[config.mk]
export PLATFORM = sky130hd
export DESIGN_NAME = i2c_pack_buf
export DESIGN_NICKNAME = d
export VERILOG_FILES = /design/src/rtl/pbuf_pkg.sv /design/src/rtl/pbuf_lane_swap.sv /design/src/rtl/pbuf_ctrl.sv /design/src/rtl/i2c_pack_buf.sv
export SDC_FILE = /design/constraint.sdc
export NUM_CORES = 1
export LEC_CHECK = 0
export BUFFER_PORTS_ARGS = -buffer_cell sky130_fd_sc_hd__buf_2
export CAP_MARGIN = 10
export CORE_UTILIZATION = 30
export DETAILED_ROUTE_END_ITERATION = 10
export PLACE_DENSITY_LB_ADDON = 0.12
export SLEW_MARGIN = 15
export SYNTH_ARGS = -nofsm -noshare
export SYNTH_HDL_FRONTEND = slang
export SYNTH_SLANG_ARGS = --single-unit
[constraint.sdc]
create_clock -name clk -period 5.2 [get_ports clk]
set_input_delay 0.78 -clock clk [delete_from_list [all_inputs] [get_ports clk]]
set_output_delay 0.78 -clock clk [all_outputs]
set_load 0.02 [all_outputs]
[src/rtl/pbuf_pkg.sv]
package pbuf_pkg;

    typedef enum logic [1:0] {
        PB_EMPTY = 2'd0,
        PB_TX    = 2'd1,
        PB_RX    = 2'd2
    } pb_state_e;

    // storage operations requested by the controller for one cycle
    typedef struct packed {
        logic ld16;      // shift in two bytes from the host
        logic ld8;       // shift in one byte from the host
        logic drop16;    // shift out two bytes after a read
        logic push;      // place a received byte above the held ones
        logic push_clr;  // clear the store before the first received byte
    } pb_op_s;

endpackage

[src/rtl/pbuf_lane_swap.sv]
module pbuf_lane_swap #(
    parameter int BW = 8
) (
    input  logic            en,
    input  logic [2*BW-1:0] din,
    output logic [2*BW-1:0] dout
);
    always_comb begin
        if (en) dout = {din[BW-1:0], din[2*BW-1:BW]};
        else    dout = din;
    end
endmodule

[src/rtl/pbuf_ctrl.sv]
module pbuf_ctrl
    import pbuf_pkg::*;
#(
    parameter int DEPTH = 4,
    parameter int CW    = $clog2(DEPTH + 1)
) (
    input  logic          clk,
    input  logic          rst_n,
    input  logic          wr_en,
    input  logic          wr_byte,
    input  logic          rd_en,
    input  logic          tx_pop,
    input  logic          rx_push,
    input  logic          mst_rx,
    output pb_state_e     state,
    output logic [CW-1:0] cnt,
    output pb_op_s        op,
    output logic          st_clr_underflow,
    output logic          st_clr_tx_ready,
    output logic          st_set_single,
    output logic          st_clr_rx_ready,
    output logic          st_set_access_rdy,
    output logic          st_clr_master,
    output logic          st_clr_overrun
);
    localparam logic [CW-1:0] ONE    = CW'(1);
    localparam logic [CW-1:0] TWO    = CW'(2);
    localparam logic [CW-1:0] WR_LIM = CW'(DEPTH - 2);
    localparam logic [CW-1:0] FULL   = CW'(DEPTH);

    pb_state_e     state_nx;
    logic [CW-1:0] cnt_nx;
    logic nx_und, nx_txr, nx_sgl, nx_rxr, nx_ard, nx_mst, nx_ovr;

    // state register
    always_ff @(posedge clk or negedge rst_n) begin
        if (!rst_n) begin
            state <= PB_EMPTY;
            cnt   <= '0;
        end else begin
            state <= state_nx;
            cnt   <= cnt_nx;
        end
    end

    // transitions and storage requests
    always_comb begin
        state_nx = state;
        cnt_nx   = cnt;
        op       = '0;
        nx_und = 1'b0; nx_txr = 1'b0; nx_sgl = 1'b0; nx_rxr = 1'b0;
        nx_ard = 1'b0; nx_mst = 1'b0; nx_ovr = 1'b0;
        unique case (state)
            PB_EMPTY, PB_TX: begin
                if (wr_en) begin
                    if (cnt <= WR_LIM) begin
                        op.ld16  = !wr_byte;
                        op.ld8   = wr_byte;
                        cnt_nx   = cnt + (wr_byte ? ONE : TWO);
                        state_nx = PB_TX;
                        nx_und   = 1'b1;
                        nx_txr   = (cnt_nx > TWO);
                    end
                end else if (rd_en) begin
                    nx_ovr = 1'b1;
                end else if (tx_pop && state == PB_TX) begin
                    cnt_nx = cnt - ONE;
                    if (cnt == ONE) state_nx = PB_EMPTY;
                end else if (rx_push && state == PB_EMPTY) begin
                    op.push     = 1'b1;
                    op.push_clr = 1'b1;
                    cnt_nx      = ONE;
                    state_nx    = PB_RX;
                end
            end
            PB_RX: begin
                if (wr_en) begin
                    // write ignored while receive bytes are held
                end else if (rd_en) begin
                    nx_ovr = 1'b1;
                    if (cnt == ONE) begin
                        nx_sgl = 1'b1;
                        cnt_nx = '0;
                    end else if (cnt == TWO) begin
                        cnt_nx = '0;
                    end else begin
                        op.drop16 = 1'b1;
                        cnt_nx    = cnt - TWO;
                    end
                    if (cnt_nx == '0) begin
                        state_nx = PB_EMPTY;
                        nx_rxr   = 1'b1;
                        nx_ard   = mst_rx;
                        nx_mst   = mst_rx;
                    end
                end else if (tx_pop) begin
                    // pop ignored while receiving
                end else if (rx_push && cnt < FULL) begin
                    op.push = 1'b1;
                    cnt_nx  = cnt + ONE;
                end
            end
            default: state_nx = PB_EMPTY;
        endcase
    end

    // status pulse outputs
    always_ff @(posedge clk or negedge rst_n) begin
        if (!rst_n) begin
            st_clr_underflow  <= 1'b0;
            st_clr_tx_ready   <= 1'b0;
            st_set_single     <= 1'b0;
            st_clr_rx_ready   <= 1'b0;
            st_set_access_rdy <= 1'b0;
            st_clr_master     <= 1'b0;
            st_clr_overrun    <= 1'b0;
        end else begin
            st_clr_underflow  <= nx_und;
            st_clr_tx_ready   <= nx_txr;
            st_set_single     <= nx_sgl;
            st_clr_rx_ready   <= nx_rxr;
            st_set_access_rdy <= nx_ard;
            st_clr_master     <= nx_mst;
            st_clr_overrun    <= nx_ovr;
        end
    end


    cnt_bound_chk: assert property (@(posedge clk) disable iff (!rst_n)
        cnt <= FULL);


    empty_state_chk: assert property (@(posedge clk) disable iff (!rst_n)
        (state == PB_EMPTY) == (cnt == '0));


    idle_hold_chk: assert property (@(posedge clk) disable iff (!rst_n)
        (!wr_en && !rd_en && !tx_pop && !rx_push) |=> ($stable(cnt) && $stable(state)));


    wr_reject_chk: assert property (@(posedge clk) disable iff (!rst_n)
        (wr_en && (state == PB_RX || cnt > WR_LIM)) |=> ($stable(cnt) && !st_clr_underflow));


    single_src_chk: assert property (@(posedge clk) disable iff (!rst_n)
        st_set_single |-> $past(rd_en && !wr_en && state == PB_RX && cnt == ONE));


    access_rdy_chk: assert property (@(posedge clk) disable iff (!rst_n)
        st_set_access_rdy |-> (st_clr_rx_ready && st_clr_master));


    overrun_clr_chk: assert property (@(posedge clk) disable iff (!rst_n)
        (rd_en && !wr_en) |=> st_clr_overrun);
endmodule

[src/rtl/i2c_pack_buf.sv]
module i2c_pack_buf
    import pbuf_pkg::*;
#(
    parameter int BW    = 8,
    parameter int DEPTH = 4,
    parameter int HW    = 2 * BW,
    parameter int CW    = $clog2(DEPTH + 1)
) (
    input  logic          clk,
    input  logic          rst_n,
    input  logic          swap_order,
    input  logic          mst_rx,
    input  logic          wr_en,
    input  logic          wr_byte,
    input  logic [HW-1:0] wr_data,
    input  logic          rd_en,
    output logic [HW-1:0] rd_data,
    input  logic          tx_pop,
    output logic [BW-1:0] tx_data,
    output logic          tx_avail,
    input  logic          rx_push,
    input  logic [BW-1:0] rx_data,
    output logic          rx_room,
    output logic [CW-1:0] tx_count,
    output logic [CW-1:0] rx_count,
    output logic          st_clr_underflow,
    output logic          st_clr_tx_ready,
    output logic          st_set_single,
    output logic          st_clr_rx_ready,
    output logic          st_set_access_rdy,
    output logic          st_clr_master,
    output logic          st_clr_overrun
);
    localparam int            IW   = $clog2(DEPTH);
    localparam logic [CW-1:0] ONE  = CW'(1);
    localparam logic [CW-1:0] FULL = CW'(DEPTH);

    pb_state_e     state;
    logic [CW-1:0] cnt;
    pb_op_s        op;
    logic [DEPTH-1:0][BW-1:0] store, store_nx;
    logic [HW-1:0] wr_lanes, rd_lanes;

    pbuf_ctrl #(.DEPTH(DEPTH), .CW(CW)) i_ctrl (
        .clk               (clk),
        .rst_n             (rst_n),
        .wr_en             (wr_en),
        .wr_byte           (wr_byte),
        .rd_en             (rd_en),
        .tx_pop            (tx_pop),
        .rx_push           (rx_push),
        .mst_rx            (mst_rx),
        .state             (state),
        .cnt               (cnt),
        .op                (op),
        .st_clr_underflow  (st_clr_underflow),
        .st_clr_tx_ready   (st_clr_tx_ready),
        .st_set_single     (st_set_single),
        .st_clr_rx_ready   (st_clr_rx_ready),
        .st_set_access_rdy (st_set_access_rdy),
        .st_clr_master     (st_clr_master),
        .st_clr_overrun    (st_clr_overrun)
    );

    // host word to store lanes: swap_order=1 keeps the high byte in lane 1
    pbuf_lane_swap #(.BW(BW)) i_wr_swap (
        .en   (!swap_order),
        .din  (wr_data),
        .dout (wr_lanes)
    );

    // lanes 1:0 of the store to host word
    pbuf_lane_swap #(.BW(BW)) i_rd_swap (
        .en   (swap_order),
        .din  ({store[1], store[0]}),
        .dout (rd_lanes)
    );

    always_comb begin
        store_nx = store;
        if (op.ld16) begin
            store_nx = {store[DEPTH-3:0], wr_lanes};
        end else if (op.ld8) begin
            store_nx = {store[DEPTH-2:0], wr_data[BW-1:0]};
        end else if (op.drop16) begin
            store_nx = {{HW{1'b0}}, store[DEPTH-1:2]};
        end else if (op.push) begin
            if (op.push_clr) store_nx = '0;
            store_nx[IW'(cnt)] = rx_data;
        end
    end

    always_ff @(posedge clk or negedge rst_n) begin
        if (!rst_n) store <= '0;
        else        store <= store_nx;
    end

    assign tx_data  = store[IW'(cnt - ONE)];
    assign rd_data  = (state == PB_RX) ? rd_lanes : '0;
    assign tx_avail = (state == PB_TX);
    assign rx_room  = (state != PB_TX) && (cnt < FULL);
    assign tx_count = (state == PB_TX) ? cnt : '0;
    assign rx_count = (state == PB_RX) ? cnt : '0;
endmodule

==> results of run 1 <==
==> worst max path at each step <==
stage / slack (ns) / depth (start not counted) / start / end
global placement: 1.87 / 6 / i_ctrl.cnt[0] / store[11]
CTS: 1.76 / 6 / i_ctrl.cnt[0] / store[11]
finish: 1.76 / 6 / i_ctrl.cnt[0] / store[23]
floorplan: 2.35 / 5 / swap_order / rd_data[10]
global route: 1.45 / 6 / i_ctrl.cnt[0] / store[2]
detailed placement: 1.78 / 6 / i_ctrl.cnt[0] / store[11]
==> worst register-to-register path, delay by kind of cell, from the launching register on <==
kind                     cells  cell delay (ns)
AO/OA/AOI/OAI                2             0.57
buffers and inverters        1             0.28
AND/OR/NAND/NOR              2             1.11
adder cells (fa/ha/maj)      1             0.49
flip-flops                   1             0.85
==> routing by layer <==
layer,vias to the layer above,part of all wire [%]
met5,-,0
met4,0,0.91
met3,11,6.2
met2,152,44
met1,1881,48
li1,1757,-
==> synth_stat cells, drive strengths merged (2+ instances only) <==
master / number / share of area [%]
nor3: 2 / 0.25
nor2: 39 / 3.7
and3: 6 / 0.94
nand4: 37 / 6.4
mux2: 2 / 0.56
clkinv: 2 / 0.19
a31oi: 17 / 2.7
inv: 6 / 0.56
nor2b: 14 / 2.2
nand3b: 2 / 0.38
a21oi: 15 / 1.9
xor2: 3 / 0.66
o31ai: 32 / 10
clkbuf: 24 / 2.3
ha: 6 / 1.9
o21ai: 4 / 0.50
and2: 20 / 3.1
mux4: 8 / 4.5
a32oi: 18 / 4.1
nand3: 4 / 0.50
nand2b: 29 / 4.5
a211oi: 24 / 4.5
dfrtp: 43 / 27
buf: 24 / 3.9
mux2i: 26 / 6.6
nand2: 28 / 2.6
==> kinds of logic after synthesis <==
kind of cell / Yosys count / synth area share (%)
DFF: 43 / 27.0
muxes: 36 / 11.7
xor gates and xnor gates: 3 / 0.659
AOI/OAI and AO/OA: 118 / 25.5
buffers and inverters: 56 / 6.96
adders and majority gates: 7 / 2.38
and+or+nand+nor: 184 / 25.8
==> metrics by stage <==
step	cell area [um2]	utilization, %
global placement	4330	33.9
finish	4480	35.1
floorplan	3990	-
detailed placement	4330	33.9
global route	4480	35.1
CTS	4480	35.1
==> flip-flops by register name (all words and copies together), names as in the netlist <==
register / flops
i_ctrl.st_clr_tx_ready: 1
i_ctrl.st_set_single: 1
i_ctrl.st_clr_underflow: 1
i_ctrl.st_clr_rx_ready: 1
store: 32
i_ctrl.st_set_access_rdy: 1
i_ctrl.st_clr_overrun: 1
i_ctrl.cnt: 3
i_ctrl.state: 2
==> area by class of cell <==
| cell class | instances | share of cell area, % |
|---|---|---|
| clock buffer | 6 | 3.10 |
| timing repair buffer | 74 | 8.49 |
| tap | 172 | 4.80 |
| inverter | 8 | 0.670 |
| multi-input combinational | 348 | 58.8 |
| clock inverter | 1 | 0.112 |
| sequential | 43 | 24.0 |
==> power groups by stage <==
stage / clock network (uW) / logic, uW / registers [uW]
floorplan: 0 / 1170 / 584
global placement: 0 / 1420 / 710
detailed placement: 0 / 1430 / 707
CTS: 330 / 1440 / 701
global route: 340 / 1560 / 732
finish: 323 / 1440 / 711
==> flow_metrics.tcl, run 1 <==
set metrics [dict create \
    synth_ff_type "dfrtp_1" \
    end_kind "flop" \
    post_drt_wl_per_cell_um 20.8 \
    met3_usage_pct 1.99 \
    leakagePower_uw 0.00198 \
    holdWs_ns 0.503 \
    ys_ff_latch 43 \
    place_inst 645 \
    hpwl_um 9450 \
    net-switching-power_uw 1230 \
    timing.final.crit_period_ns 3.44 \
    h-tree-depth 2 \
    dieHeight_um 117 \
    required_ns 5.35 \
    arrival_ns 3.59 \
    nets 520 \
    r2r_start "i_ctrl.cnt[0]" \
    r2r_cells 6 \
    drcViolationCount 0 \
    async_flop_share_pct 100 \
    layout_commonest_cell "buf_2" \
    outcome "completed" \
    viasPerCell 5.83 \
    slew_viol_final 0 \
    p_per_area_nw_per_um2 552 \
    clockRootBuffer "clkbuf_16" \
    grt-busiest-layer "met1" \
    rsz0062_at_grt "false" \
    slowest_stage "dfrtp_1" \
    core-area_um2 12800 \
    critPathMaxFanout 26 \
    gp_congestion 0.800 \
    dieWidth_um 117 \
    drt_iter0_drc 378 \
    timing.final.crit_share_pct 66.1 \
    io_buffers 71 \
    path_cells "ha_1, nand2b_1, a32oi_2, buf_4, and3_1, o31ai_2" \
    path_delay_family "simple AND/OR/NAND/NOR gates" \
    hold_class "input port to asynchronous set/reset pin" \
    cts_num_sinks 43 \
    io_pins 72 \
    synth_edf_count 0 \
    worst_pin_slew_ns 0.941 \
    cts_tree "built" \
    grt_pass1_wl_um 21800 \
    ys_seq_area_share_pct 27.0 \
    cts_buffers 5 \
    syn_area_um2 3990 \
    postCtsSetupRepairBufs 0 \
    crit_buf_inv 1 \
    use_met2_pct 29.7 \
    grt_overflow 0 \
    dp_slack_ns 1.78 \
    n_antenna_cell 0 \
    grt_util_all_layers_pct 19.9 \
    path_clk_slew_ns 0.07 \
    p_clk_share_pct 13.1 \
    insertion_delay_ns 0.29 \
    cts_hold_buf 0 \
    grt_pass1_vias 3623 \
    drive_gt1_share_pct 27.3 \
    power_frac_comb_pct 58.2 \
    num_rows 41 \
    ys_warn_count 0 \
    pwr-share-seq_pct 28.8 \
    r2r-end "store[23]" \
    switching_share_pct 49.7 \
    fin_setup_tns_ns 0 \
    r2r_setup_slack_ns 1.76 \
    dr.pass1.iters 7 \
    grtUsageMet1_pct 30.5 \
    worst_slack_ns 1.76 \
    hold_viol 0 \
    wl_um 13600 \
    mostFrequentLayoutCells "70 x buf_2, 43 x dfrtp_1, 39 x nor2_1" \
    cts_resized 0 \
    crit_path_start_kind "flop" \
    synthesis.nets 487 \
    clock.fmax_ghz 0.291 \
    ys_types 46 \
    syn_avg_cell_area_um2 8.92 \
    grt_max_degree 44 \
    multi_input_area_um2 2640 \
    num-fill-cells 1294 \
    slew_headroom_pct 37.1 \
    seqCellArea_um2 1080 \
    vias 3801 \
    antenna_found_initial 0 \
    clockBufferDepth 2 \
    synth_cells 447 \
    antenna_left 0 \
    skew_ns 0.0135 \
    setup_viol 0 \
    crit_type "flop to flop" \
    cpPeakStageDelay_ns 0.85 \
    dieArea_um2 13800 \
    intPower_uw 1240 \
    max_cap_violations 0 \
    instances_no_fill 652 \
    total_power_uw 2470 \
    area_growth_pct 12.3 \
    start_util_pct 31.2 \
    irDropWorstVdd_mv 0.141 \
]
Power figures use the tool's default switching activity.
==> run 2, diff against run 1 <==
ABC_AREA = 1   (was unset)
clock period = 3.08 ns   (was 5.2 ns; I/O delays follow)
==> run 2 against run 1 <==
Setup slack lost 1.4 ns; via count grew 14%; sequential power grew 49%; highest routed layer unchanged; largest power group unchanged; total power grew 66%; first-iteration DRC count shrank 23%; wire length shrank 4.2%; register-to-register slack lost 1.2 ns.
==> flow_metrics.tcl, run 2 <==
set metrics [dict create \
    yosys-top-cells-count "254 x nand2_1, 59 x a21oi_1, 57 x nand3_1, 51 x o21ai_0, 43 x dfrtp_1" \
    r2r_setup_slack_ns 0.52 \
    num_rows 40 \
    grt_overflow 0 \
    dieWidth_um 115 \
    timing.final.crit_share_pct 87.3 \
    io_buffers 71 \
    intPower_uw 1880 \
    gp_congestion 0.896 \
    area_growth_pct 15.5 \
    dp_slack_ns 0.540 \
    grt_util_all_layers_pct 20.5 \
    switching_share_pct 54.3 \
    end_kind "output pin" \
    pwr-share-seq_pct 25.8 \
    leakagePower_uw 0.00225 \
    r2r_start "i_ctrl.cnt[1]" \
    mostFrequentLayoutCells "254 x nand2_1, 71 x buf_2, 59 x a21oi_1" \
    synth_edf_count 0 \
    cts_hold_buf 0 \
    holdWs_ns 0.357 \
    crit_path_start_kind "flop" \
    n_antenna_cell 0 \
    path_clk_slew_ns 0.06 \
    worst_pin_slew_ns 1.02 \
    worst_slack_ns 0.392 \
    max_cap_violations 0 \
    drt_iter0_drc 292 \
    grt_max_degree 44 \
    core-area_um2 12200 \
    wl_um 13000 \
    drcViolationCount 0 \
    cts_resized 0 \
    syn_avg_cell_area_um2 5.98 \
    clockRootBuffer "clkbuf_16" \
    p_clk_share_pct 12.6 \
    ys_seq_area_share_pct 28.1 \
    place_inst 849 \
    largest_reg_flops 32 \
    io_pins 72 \
    cts_buffers 5 \
    ys_warn_count 0 \
    insertion_delay_ns 0.28 \
    synthesis.nets 680 \
    critPathMaxFanout 16 \
    synth_cells 640 \
    r2r_cells 9 \
    post_drt_wl_per_cell_um 15.2 \
    async_flop_share_pct 100 \
    skew_ns 0.00316 \
    slew_headroom_pct 32.2 \
    reg_top3 "store: 32 flops, i_ctrl.cnt: 3 flops, i_ctrl.state: 2 flops" \
    ys_types 31 \
    clockBufferDepth 2 \
    p_per_area_nw_per_um2 931 \
    antenna_left 0 \
    hold_viol 0 \
    vias 4326 \
    slew_viol_final 0 \
    syn_area_um2 3820 \
    antenna_found_initial 0 \
    seqCellArea_um2 1080 \
    layout_commonest_cell "nand2_1" \
    cts_num_sinks 43 \
    instances_no_fill 857 \
    postCtsSetupRepairBufs 0 \
    dieHeight_um 115 \
    viasPerCell 5.05 \
    irDropWorstVdd_mv 0.529 \
    nets 728 \
    top_register "store" \
    drive_gt1_share_pct 14.9 \
    cts_tree "built" \
    power_frac_comb_pct 61.6 \
    post-route-util_pct 36.2 \
    synth_top_cell_area_share_pct 28.1 \
    net-switching-power_uw 2230 \
    outcome "completed" \
    dr.pass1.iters 5 \
    grt_pass1_wl_um 21000 \
    fin_setup_tns_ns 0 \
    arrival_ns 2.23 \
    ys_ff_latch 43 \
    start_util_pct 31.3 \
    num-fill-cells 1382 \
    setup_viol 0 \
    grt_pass1_vias 4143 \
    yosysTopAreaCell "dfrtp_1" \
    required_ns 2.62 \
    yosysMostFrequentCell "nand2_1" \
    synth_ff_type "dfrtp_1" \
    multi_input_area_um2 2410 \
    synth_area_leaders "dfrtp_1 28%, nand2_1 25%, a21oi_1 7.7%" \
    clock.fmax_ghz 0.372 \
    crit_type "flop to output pin" \
    hpwl_um 9840 \
    timing.final.crit_period_ns 2.69 \
    hold_class "input port to asynchronous set/reset pin" \
    rsz0062_at_grt "false" \
    r2r-end "store[11]" \
    dieArea_um2 13200 \
    h-tree-depth 2 \
]
## run 2: cell count changes in the layout (fill, tap and decap cells not counted), moves of 30 or more
cell / before / now
nand2_1: 28 / 254
nand3_1: 4 / 57
o21ai_0: 4 / 51
a21oi_1: 15 / 59
o31ai_2: 32 / 0
inv_1: 5 / 35
## run 2: how the worst max path moves through the flow
stage	start	endpoint	slack, ns	depth (start not counted)
global placement	i_ctrl.cnt[1]	store[11]	0.64	9
detailed placement	i_ctrl.cnt[1]	store[10]	0.54	9
global route	i_ctrl.cnt[1]	tx_data[0]	0.17	7
CTS	i_ctrl.cnt[1]	tx_data[5]	0.39	7
finish	i_ctrl.cnt[1]	tx_data[5]	0.39	7
floorplan	i_ctrl.cnt[0]	tx_data[0]	0.35	9
## run 2: layout make-up
class / instances / area share (%)
inverters: 38 / 3.23
flip-flops and latches: 43 / 24.4
well taps: 168 / 4.76
clock inverters: 2 / 0.283
clock buffers: 6 / 2.92
multi-input cells: 518 / 54.5
repair buffers: 82 / 9.92
## run 2: power by group through the flow
stage / Clock (uW) / Sequential, uW / Combinational [uW]
finish: 519 / 1060 / 2530
global route: 562 / 1090 / 2880
CTS: 540 / 1060 / 2550
detailed placement: 0 / 1070 / 2540
global placement: 0 / 1070 / 2520
floorplan: 0 / 949 / 1900
## run 2: kinds of logic after synthesis
logic type      synth area share (%)
fa+ha+maj                       2.49
buf+inv                         8.90
xor+xnor                       0.687
flops                           28.1
simple gates                    42.8
compound gates                  17.0
## run 2: through the flow
stage	power, uW	area [um2]
6_report	4110	4420
5_1_grt	4530	4420
4_1_cts	4150	4420
3_5_place_dp	3610	4280
3_3_place_gp	3590	4280
2_1_floorplan	2850	3820
## run 2: critical path, cell delays in order, from the launching register on
cell	delay [ns]
dfrtp_1	0.45
inv_1	0.22
ha_1	0.31
inv_1	0.40
o21ai_0	0.17
a21oi_1	0.14
a21oi_1	0.08
buf_2	0.18
## run 2: per-layer routing
layer | GRT usage, % | routed length, um | vias to the layer above
li1 | - | - | 2166
met2 | 36.9 | 6550 | 116
met3 | 2.64 | 512 | 18
met5 | 0 | 0 | -
met4 | 7.36 | 288 | 0
met1 | 25.1 | 5650 | 2026
